===== config.mk =====
export PLATFORM = sky130hd
export DESIGN_NAME = barrel_shift_unit
export DESIGN_NICKNAME = d
export VERILOG_FILES = /design/src/rtl/bsu_pkg.sv /design/src/rtl/bsu_ctrl.sv /design/src/rtl/bsu_datapath.sv /design/src/rtl/barrel_shift_unit.sv
export SDC_FILE = /design/constraint.sdc
export NUM_CORES = 1
export LEC_CHECK = 0
export BUFFER_PORTS_ARGS = -buffer_cell sky130_fd_sc_hd__buf_2
export CAP_MARGIN = 20
export CORE_UTILIZATION = 30
export CTS_CLUSTER_DIAMETER = 80
export DETAILED_ROUTE_END_ITERATION = 10
export GPL_ROUTABILITY_DRIVEN = 0
export MAX_ROUTING_LAYER = met4
export PLACE_DENSITY = 0.51
export SLEW_MARGIN = 5
export SYNTH_ARGS = -nofsm -noshare
export SYNTH_HDL_FRONTEND = slang
export SYNTH_SLANG_ARGS = --single-unit

===== constraint.sdc =====
create_clock -name clk -period 0.95 [get_ports clk]
set_input_delay 0.095 -clock clk [delete_from_list [all_inputs] [get_ports clk]]
set_output_delay 0.095 -clock clk [all_outputs]
set_load 0.01 [all_outputs]

===== src/rtl/bsu_pkg.sv =====
package bsu_pkg;

  typedef enum logic [2:0] {
    SEL_LSL = 3'd0,
    SEL_LSR = 3'd1,
    SEL_ASR = 3'd2,
    SEL_ROR = 3'd3,
    SEL_RRX = 3'd4
  } shiftSel_e;

  // Strobes from control to datapath
  typedef struct packed {
    logic opLsl;
    logic opLsr;
    logic opAsr;
    logic opRor;
    logic opRrx;
    logic isZero;   // distance == 0
    logic isFull;   // distance == word width
    logic isOver;   // distance > word width
  } shiftCtrl_t;

endpackage


===== src/rtl/bsu_ctrl.sv =====
module bsu_ctrl
  import bsu_pkg::*;
#(
  parameter int W     = 32,
  parameter int AMT_W = 8,
  localparam int LOG_W = $clog2(W)
) (
  input  logic             clk,
  input  logic             rst_n,
  input  logic [2:0]       shiftSel,
  input  logic [AMT_W-1:0] shiftAmt,
  output shiftCtrl_t       ctrl,
  output logic [LOG_W-1:0] lowAmt
);

  localparam logic [AMT_W-1:0] WIDTH_AMT = AMT_W'(W);

  always_comb begin
    ctrl        = '0;
    ctrl.opLsl  = (shiftSel == SEL_LSL);
    ctrl.opLsr  = (shiftSel == SEL_LSR);
    ctrl.opAsr  = (shiftSel == SEL_ASR);
    ctrl.opRor  = (shiftSel == SEL_ROR);
    ctrl.opRrx  = (shiftSel == SEL_RRX);
    ctrl.isZero = (shiftAmt == '0);
    ctrl.isFull = (shiftAmt == WIDTH_AMT);
    ctrl.isOver = (shiftAmt > WIDTH_AMT);
  end

  // Low bits give the in-range distance and the rotate count modulo W
  assign lowAmt = shiftAmt[LOG_W-1:0];

  // at most one operation strobe; codes 5-7 raise none
  a_r8_sel_onehot: assert property (@(posedge clk) disable iff (!rst_n)
    $onehot0({ctrl.opLsl, ctrl.opLsr, ctrl.opAsr, ctrl.opRor, ctrl.opRrx}));

  a_r3_range_excl: assert property (@(posedge clk) disable iff (!rst_n)
    $countones({ctrl.isZero, ctrl.isFull, ctrl.isOver}) <= 1);

endmodule


===== src/rtl/bsu_datapath.sv =====
module bsu_datapath
  import bsu_pkg::*;
#(
  parameter int W     = 32,
  localparam int LOG_W = $clog2(W)
) (
  input  logic             clk,
  input  logic             rst_n,
  input  shiftCtrl_t       ctrl,
  input  logic [LOG_W-1:0] lowAmt,
  input  logic [W-1:0]     srcWord,
  input  logic             carryIn,
  output logic [W-1:0]     shWord,
  output logic             shCarry
);

  logic [LOG_W-1:0] leftIdx;    // W - n, mod W
  logic [LOG_W-1:0] rightIdx;   // n - 1, mod W
  logic [2*W-1:0]   dblWord;
  logic [W-1:0]     rotWord;
  logic signed [W-1:0] asrWord;
  logic             bigAmt;

  assign leftIdx  = LOG_W'(0) - lowAmt;
  assign rightIdx = lowAmt - LOG_W'(1);
  assign dblWord  = {srcWord, srcWord} >> lowAmt;
  assign rotWord  = dblWord[W-1:0];
  assign asrWord  = $signed(srcWord) >>> lowAmt;
  assign bigAmt   = ctrl.isFull | ctrl.isOver;

  always_comb begin
    shWord  = srcWord;
    shCarry = carryIn;
    if (ctrl.opLsl && !ctrl.isZero) begin
      if (bigAmt) begin
        shWord  = '0;
        shCarry = ctrl.isFull ? srcWord[leftIdx] : 1'b0;
      end else begin
        shWord  = srcWord << lowAmt;
        shCarry = srcWord[leftIdx];
      end
    end else if (ctrl.opLsr && !ctrl.isZero) begin
      if (bigAmt) begin
        shWord  = '0;
        shCarry = ctrl.isFull ? srcWord[rightIdx] : 1'b0;
      end else begin
        shWord  = srcWord >> lowAmt;
        shCarry = srcWord[rightIdx];
      end
    end else if (ctrl.opAsr && !ctrl.isZero) begin
      if (bigAmt) begin
        shWord  = {W{srcWord[W-1]}};
        shCarry = srcWord[W-1];
      end else begin
        shWord  = asrWord;
        shCarry = srcWord[rightIdx];
      end
    end else if (ctrl.opRor && !ctrl.isZero) begin
      shWord  = rotWord;
      shCarry = rotWord[W-1];
    end else if (ctrl.opRrx) begin
      shWord  = {carryIn, srcWord[W-1:1]};
      shCarry = srcWord[0];
    end
  end

  a_r1_zero_pass: assert property (@(posedge clk) disable iff (!rst_n)
    (ctrl.isZero && !ctrl.opRrx) |-> (shWord == srcWord && shCarry == carryIn));

  a_r3_lsl_big_zero: assert property (@(posedge clk) disable iff (!rst_n)
    (ctrl.opLsl && bigAmt) |-> (shWord == '0));

  a_r4_lsr_over: assert property (@(posedge clk) disable iff (!rst_n)
    (ctrl.opLsr && ctrl.isOver) |-> (shWord == '0 && !shCarry));

  a_r5_asr_fill: assert property (@(posedge clk) disable iff (!rst_n)
    (ctrl.opAsr && bigAmt) |->
      ($countones(shWord) == (srcWord[W-1] ? W : 0) && shCarry == srcWord[W-1]));

  a_r6_ror_carry: assert property (@(posedge clk) disable iff (!rst_n)
    (ctrl.opRor && !ctrl.isZero) |->
      (shCarry == shWord[W-1] && $countones(shWord) == $countones(srcWord)));

  a_r7_rrx_form: assert property (@(posedge clk) disable iff (!rst_n)
    ctrl.opRrx |-> (shCarry == srcWord[0] && shWord[W-1] == carryIn
                    && shWord[W-2:0] == srcWord[W-1:1]));

endmodule


===== src/rtl/barrel_shift_unit.sv =====
module barrel_shift_unit
  import bsu_pkg::*;
#(
  parameter int W       = 32,
  parameter int AMT_W   = 8,
  parameter bit OUT_REG = 1'b1,
  localparam int LOG_W  = $clog2(W)
) (
  input  logic             clk,
  input  logic             rst_n,
  input  logic [W-1:0]     srcWord,
  input  logic [2:0]       shiftSel,
  input  logic [AMT_W-1:0] shiftAmt,
  input  logic             carryIn,
  output logic [W-1:0]     resWord,
  output logic             carryOut
);

  shiftCtrl_t       ctrl;
  logic [LOG_W-1:0] lowAmt;
  logic [W-1:0]     shWord;
  logic             shCarry;

  bsu_ctrl #(.W(W), .AMT_W(AMT_W)) u_ctrl (
    .clk      (clk),
    .rst_n    (rst_n),
    .shiftSel (shiftSel),
    .shiftAmt (shiftAmt),
    .ctrl     (ctrl),
    .lowAmt   (lowAmt)
  );

  bsu_datapath #(.W(W)) u_dp (
    .clk     (clk),
    .rst_n   (rst_n),
    .ctrl    (ctrl),
    .lowAmt  (lowAmt),
    .srcWord (srcWord),
    .carryIn (carryIn),
    .shWord  (shWord),
    .shCarry (shCarry)
  );

  generate
    if (OUT_REG) begin : g_reg
      always_ff @(posedge clk or negedge rst_n) begin
        if (!rst_n) begin
          resWord  <= '0;
          carryOut <= 1'b0;
        end else begin
          resWord  <= shWord;
          carryOut <= shCarry;
        end
      end
    end else begin : g_comb
      assign resWord  = shWord;
      assign carryOut = shCarry;
    end
  endgenerate

endmodule


==> results of run 1 <==
[per-stage QoR]
step | worst slack (ns) | std cells | hold slack, ns | power, mW | utilization, %
global placement | -1.890 | 1516 | 0.07034 | 7.376 | 44.84
finish | -1.039 | 1579 | 0.3067 | 10.59 | 51.68
floorplan | -1.384 | 892 | -0.2006 | 4.588 | -
detailed placement | -1.924 | 1516 | 0.06811 | 7.403 | 44.84
global route | -1.100 | 1579 | 0.3402 | 10.92 | 51.68
CTS | -1.002 | 1564 | 0.3183 | 10.13 | 50.46
[worst min-delay path: stages]
cell	delay, ns
dlygate4sd3_1	0.53
buf_2	0.12
buf_12	0.21
[final timing paths]
check	start	end	slack (ns)
hold / removal	rst_n	resWord[7]	0.31
setup / recovery	shiftAmt[0]	resWord[16]	-1.04
max in group asynchronous	rst_n	resWord[24]	0.45
min in group clk	shiftSel[0]	resWord[15]	0.36
[area by class of cell]
cell class	count	area, um2
diodes	3	7.507
clock buffers	7	142.6
clock inverters	1	30.03
fillers	2147	11480
inverters	12	62.56
multi-input cells	731	6740
flip-flops and latches	33	825.8
well taps	319	399.1
repair buffers	473	4068
[placed cells by master (no fill, tap or decap), types with 5 or more instances in the layout]
| cell | count |
|---|---|
| buf_4 | 326 |
| nand2_1 | 105 |
| buf_2 | 74 |
| mux4_2 | 69 |
| mux2i_1 | 58 |
| nor2_1 | 54 |
| a21oi_1 | 44 |
| buf_12 | 34 |
| dfrtp_1 | 33 |
| o21ai_0 | 29 |
| buf_6 | 29 |
| nand3_1 | 24 |
| mux2_4 | 24 |
| mux2_2 | 22 |
| o211ai_1 | 21 |
| o21ai_1 | 21 |
| mux2i_2 | 13 |
| nor3_1 | 12 |
| a31oi_1 | 12 |
| o22ai_1 | 10 |
| mux2i_4 | 9 |
| and2_1 | 8 |
| a21oi_2 | 8 |
| a211oi_1 | 8 |
| nor2_2 | 8 |
| a22o_1 | 6 |
| inv_1 | 6 |
| o2111ai_2 | 6 |
| nand4_1 | 6 |
| o21a_1 | 5 |
| a221oi_1 | 5 |
| o31ai_1 | 5 |
| a22oi_1 | 5 |
| clkbuf_16 | 5 |
| buf_16 | 5 |
[repair_timing]
action	4_1_cts	5_1_grt
cloned	6	0
setup endpoints to repair	34	34
hold endpoints to repair	33	0
setup buffers	36	12
resized for setup	205	43
pin swaps	53	19
hold buffers	1	0
[sequential cells by signal (all words and copies together), names as in the netlist]
signal    cells
resWord      32
carryOut      1
[cell families after synthesis]
logic type	count (synthesis)	share of synthesized area, %
muxes	195	40.02
adders and majority gates	1	0.1705
and+or+nand+nor	267	16.57
buffers and inverters	128	7.502
DFF	33	11.25
xor gates and xnor gates	4	0.4775
AOI/OAI and AO/OA	264	24.01
[power breakdown]
part / switching, mW / internal (mW)
sequential: 0.0529 / 1.57
combinational: 3.59 / 3.38
clock: 0.674 / 1.31
total: 4.32 / 6.27
[layer usage]
metal | vias up | share of wire (%) | GRT usage [%]
met5 | - | 0 | -
met4 | 0 | 7.1 | 18.73
met3 | 219 | 13 | 7.757
met2 | 857 | 41 | 49.00
met1 | 4719 | 39 | 45.56
li1 | 4205 | - | -
==> flow_summary_export.csv, run 1 <==
group,metric,value,unit
yosys,yosys.cell_types.count,68,
hold_path,hold_class,"input port to asynchronous set/reset pin",
cells_and_area,stdcell_area,12280,um2
sta,rsz0062_at_grt,"true",
worst_setup_path,start_kind,"input port",
yosys,syn_area,7338,um2
worst_setup_path,cp_max_fo,5,
run_status,violations,"negative setup slack",
clock_network,clk_pin_slew,0.06,ns
floorplan,die_h,158.4,um
global_route,grt_usage,34.64,%
floorplan,fp.coreArea,23750,um2
global_route,overflow,0,
detailed_routing,drcViolationCount,0,
detailed_routing,ant_nets,0,
clock_network,cts_tree,"yes",
sta,maxSlewHeadroom,55.95,%
yosys,synth_flop_cell,"dfrtp_1",
worst_setup_path,crit_cells,12,
yosys,synth.largest_area_cell,"mux4_2",
yosys,syn_area_per_cell,8.227,um2
sta,hold_violations,0,
sta,max_freq,0.5028,GHz
worst_setup_path,worstSetupEndpointType,"flop",
worst_setup_path,cp.arrival,2.13,ns
clock_network,cts_max_path_buffers,2,
job,maxCapViolCount,0,
run_status,status,"finished with violations",
detailed_routing,dr.pass1.iters,6,
global_route,antenna_found_initial,3,
detailed_routing,vias_per_cell,6.333,
floorplan,die_w,158.4,um
detailed_routing,route.vias.total,10000,
clock_network,cts-root-buf,"clkbuf_16",
worst_setup_path,cp_slowest_stage_delay,0.41,ns
worst_setup_path,critical_path_required,1.09,ns
floorplan,num_rows,56,
yosys,syn_nets,939,
yosys,async_flop_share,100.0,%
yosys,synthCells,892,
clock_network,h-tree-depth,2,
sta,fin_ws,-1.039,ns
detailed_routing,wl_per_cell,26.32,um
floorplan,start_util,30.89,%
global_route,grt_pass1_wl,61580,um
yosys,yosysWarnings,0,
sta,tns,-31.53,ns
yosys,synth.most_common_cell,"nand2_1",
sta,min_period_over_period,209.3,%
yosys,synth_seq_area_share,11.25,%
worst_setup_path,crit_family,"compound AO/OA/AOI/OAI gates",
power_and_ir_drop,ir_worst_vdd,0.5962,mV
sta,setup_viol,35,
sta,finalMaxSlewViolations,0,
worst_setup_path,crit_buf_inv,5,
placement,placed_cell_area,10650,um2
yosys,ys_ff_latch,33,
worst_setup_path,cp_cell_sequence,"buf_16, buf_12, clkinv_8, ha_4, nor3b_4, buf_6, a211o_4, nor2_1, buf_4, a22o_1, a211oi_1, a2111o_1",
cells_and_area,drive_gt1_share,57.04,%
yosys,synth-edff-count,0,
sta,layout_min_cycle_time,1.989,ns
detailed_routing,drt-initial-drc-count,1459,
power_and_ir_drop,pwr_density_cell,862.5,nW/um2
detailed_routing,wirelength,41560,um
power_and_ir_drop,p_leak,5.233,nW
yosys,synth_top_cell_area_share,15.96,%
sta,tightest_slew,0.6557,ns
floorplan,io_pins,79,
global_route,first_global_vias,9503,
placement,place.port_buffers,78,
cells_and_area,final_nets,1303,
worst_setup_path,slowest_stage,"a2111o_1",
floorplan,die-area,25090,um2
clock_network,cts_sinks,33,
placement,hpwl,31490,um
worst_setup_path,critical_path_class,"input port to flop",
global_route,grt_max_degree,67,
cells_and_area,syn_to_final_growth,67.28,%
yosys,yosys-top-cells-area,"mux4_2, dfrtp_1, mux2i_1",
yosys,synth_commonest_cells,"nand2_1, mux2i_1, clkbuf_1",
clock_network,cts_buffers,5,
Note: power is estimated with default switching activity, not from simulation.
==> run 2: changes to the inputs <==
--- a/config.mk
+++ b/config.mk
@@ -13,6 +13,7 @@
 export GPL_ROUTABILITY_DRIVEN = 0
 export MAX_ROUTING_LAYER = met4
 export PLACE_DENSITY = 0.51
+export RECOVER_POWER = 25
 export SLEW_MARGIN = 5
 export SYNTH_ARGS = -nofsm -noshare
 export SYNTH_HDL_FRONTEND = slang
==> run 2 against run 1 <==
The run still ends with negative setup slack left; sequential cell count unchanged; power about the same; count of clock-buffer cells in the layout unchanged; worst hold slack better by 0.048 ns; combinational power about the same; sequential power about the same; largest cell class unchanged.
==> flow_summary_export.csv, run 2 (synthesis gave the netlist of run 1 again) <==
group,metric,value,unit
worst_setup_path,worstSetupEndpointType,"flop",
clock_network,cts-root-buf,"clkbuf_16",
clock_network,cts_sinks,33,
hold_path,hold_class,"input port to flop",
floorplan,num_rows,56,
global_route,overflow,0,
global_route,grt_usage,34.64,%
cells_and_area,n_fill_cell,2149,
clock_network,clk_pin_slew,0.06,ns
cells_and_area,stdcell_area,12260,um2
floorplan,fp.coreArea,23750,um2
floorplan,die-area,25090,um2
cells_and_area,final_cell_mix,"buf_4, nand2_1, buf_2",
power_and_ir_drop,p_comb_share,65.9,%
detailed_routing,ant_nets,0,
cells_and_area,regMostFlops,"resWord",
sta,layout_min_cycle_time,1.988,ns
worst_setup_path,critical_path_class,"input port to flop",
cells_and_area,largest_reg_flops,32,
detailed_routing,wirelength,41610,um
global_route,antenna_found_initial,3,
power_and_ir_drop,pwr_density_cell,863.0,nW/um2
power_and_ir_drop,p_int,6.262,mW
clock_network,cts_buffers,5,
run_status,violations,"negative setup slack",
global_route,grt_pass1_wl,61580,um
power_and_ir_drop,p_leak,5.229,nW
worst_setup_path,cp_slowest_stage_delay,0.41,ns
global_route,grt_max_degree,67,
worst_setup_path,cp_max_fo,5,
clock_network,h-tree-depth,2,
detailed_routing,wl_per_cell,26.35,um
sta,min_period_over_period,209.2,%
detailed_routing,drt-initial-drc-count,1459,
floorplan,die_w,158.4,um
detailed_routing,drcViolationCount,0,
cells_and_area,drive_gt1_share,57.04,%
worst_setup_path,start_kind,"input port",
sta,rsz0062_at_grt,"true",
floorplan,io_pins,79,
power_and_ir_drop,seq_power_share,15.4,%
placement,hpwl,31490,um
placement,place.port_buffers,78,
power_and_ir_drop,power_switching_share,40.83,%
detailed_routing,vias_per_cell,6.336,
global_route,first_global_vias,9503,
sta,hold_violations,0,
sta,setup_viol,35,
worst_setup_path,critical_path_required,1.09,ns
clock_network,cts_tree,"yes",
sta,tightest_slew,0.6602,ns
worst_setup_path,crit_end,"resWord[16]",
power_and_ir_drop,switchingPower,4.321,mW
cells_and_area,final_nets,1303,
placement,placed_cell_area,10650,um2
sta,finalMaxSlewViolations,0,
worst_setup_path,cp-startpoint,"shiftAmt[0]",
power_and_ir_drop,clockPowerShare,18.8,%
worst_setup_path,crit_family,"compound AO/OA/AOI/OAI gates",
power_and_ir_drop,ir_worst_vdd,0.5977,mV
worst_setup_path,crit_buf_inv,5,
clock_network,cts_max_path_buffers,2,
worst_setup_path,crit_cells,12,
sta,maxSlewHeadroom,55.65,%
detailed_routing,route.vias.total,10000,
power_and_ir_drop,p_total,10.58,mW
cells_and_area,mostFrequentLayoutCell,"buf_4",
sta,fin_ws,-1.038,ns
job,maxCapViolCount,0,
cells_and_area,top_regs,"resWord: 32 flops, carryOut: 1 flops",
sta,max_freq,0.5031,GHz
floorplan,die_h,158.4,um
run_status,status,"finished with violations",
worst_setup_path,slowest_stage,"a2111o_1",
worst_setup_path,cp.arrival,2.13,ns
detailed_routing,dr.pass1.iters,7,
cells_and_area,syn_to_final_growth,67.11,%
worst_setup_path,cp_cell_sequence,"buf_16, buf_12, clkinv_8, ha_4, nor3b_4, buf_6, a211o_4, nor2_1, buf_4, a22o_1, a211oi_1, a2111o_1",
floorplan,start_util,30.89,%
==> run 2: layout make-up <==
type | instances | area, um2 | share of cell area (%)
Sequential cell | 33 | 825.8 | 6.734
Clock inverter | 1 | 30.03 | 0.2449
Multi-Input combinational cell | 731 | 6740 | 54.96
Tap cell | 319 | 399.1 | 3.255
Inverter | 12 | 62.56 | 0.5102
Timing Repair Buffer | 473 | 4055 | 33.07
Clock buffer | 7 | 142.6 | 1.163
Antenna cell | 3 | 7.507 | 0.06122
==> run 2: worst min path at each step <==
stage | startpoint | end | slack, ns | cells past startpoint
finish | shiftSel[0] | resWord[15] | 0.35 | 3
global route | shiftSel[0] | resWord[15] | 0.38 | 3
CTS | rst_n | resWord[7] | 0.32 | 3
detailed placement | rst_n | resWord[7] | 0.07 | 2
global placement | rst_n | resWord[31] | 0.07 | 2
floorplan | rst_n | carryOut | -0.20 | 0
==> run 2: through the flow <==
step                      worst slack (ns)  hold WS, ns  utilization, %  setup TNS (ns)  instances
after floorplan                     -1.384      -0.2006               -          -41.08        892
after global routing                -1.100       0.3837           51.63          -33.11       1579
after detailed placement            -1.924      0.06811           44.84          -49.09       1516
after CTS                           -1.002       0.3183           50.46          -29.75       1564
final                               -1.038       0.3550           51.63          -31.45       1579
after global placement              -1.890      0.07034           44.84          -48.62       1516
==> run 2: routing by layer <==
metal	global-route usage, %	part of all wire (%)
met4	18.73	7.1
met1	45.56	39
met5	-	0
met3	7.757	13
met2	49.00	41
==> run 2: power groups by stage <==
stage               clock (mW)  sequential [mW]  combinational, mW
floorplan                    0             1.74               2.85
global placement             0             1.65               5.72
detailed placement           0             1.65               5.75
CTS                       1.98             1.63               6.52
global route              2.04             1.64               7.23
finish                    1.99             1.63               6.97
==> run 2: timing repair <==
action | CTS | global route
endpoints found under the hold margin | 33 | 0
pin swaps | 53 | 19
endpoints found under the setup margin | 34 | 34
resized for setup | 205 | 43
gates cloned | 6 | 0
buffers inserted | 36 | 12
hold buffers | 1 | 0
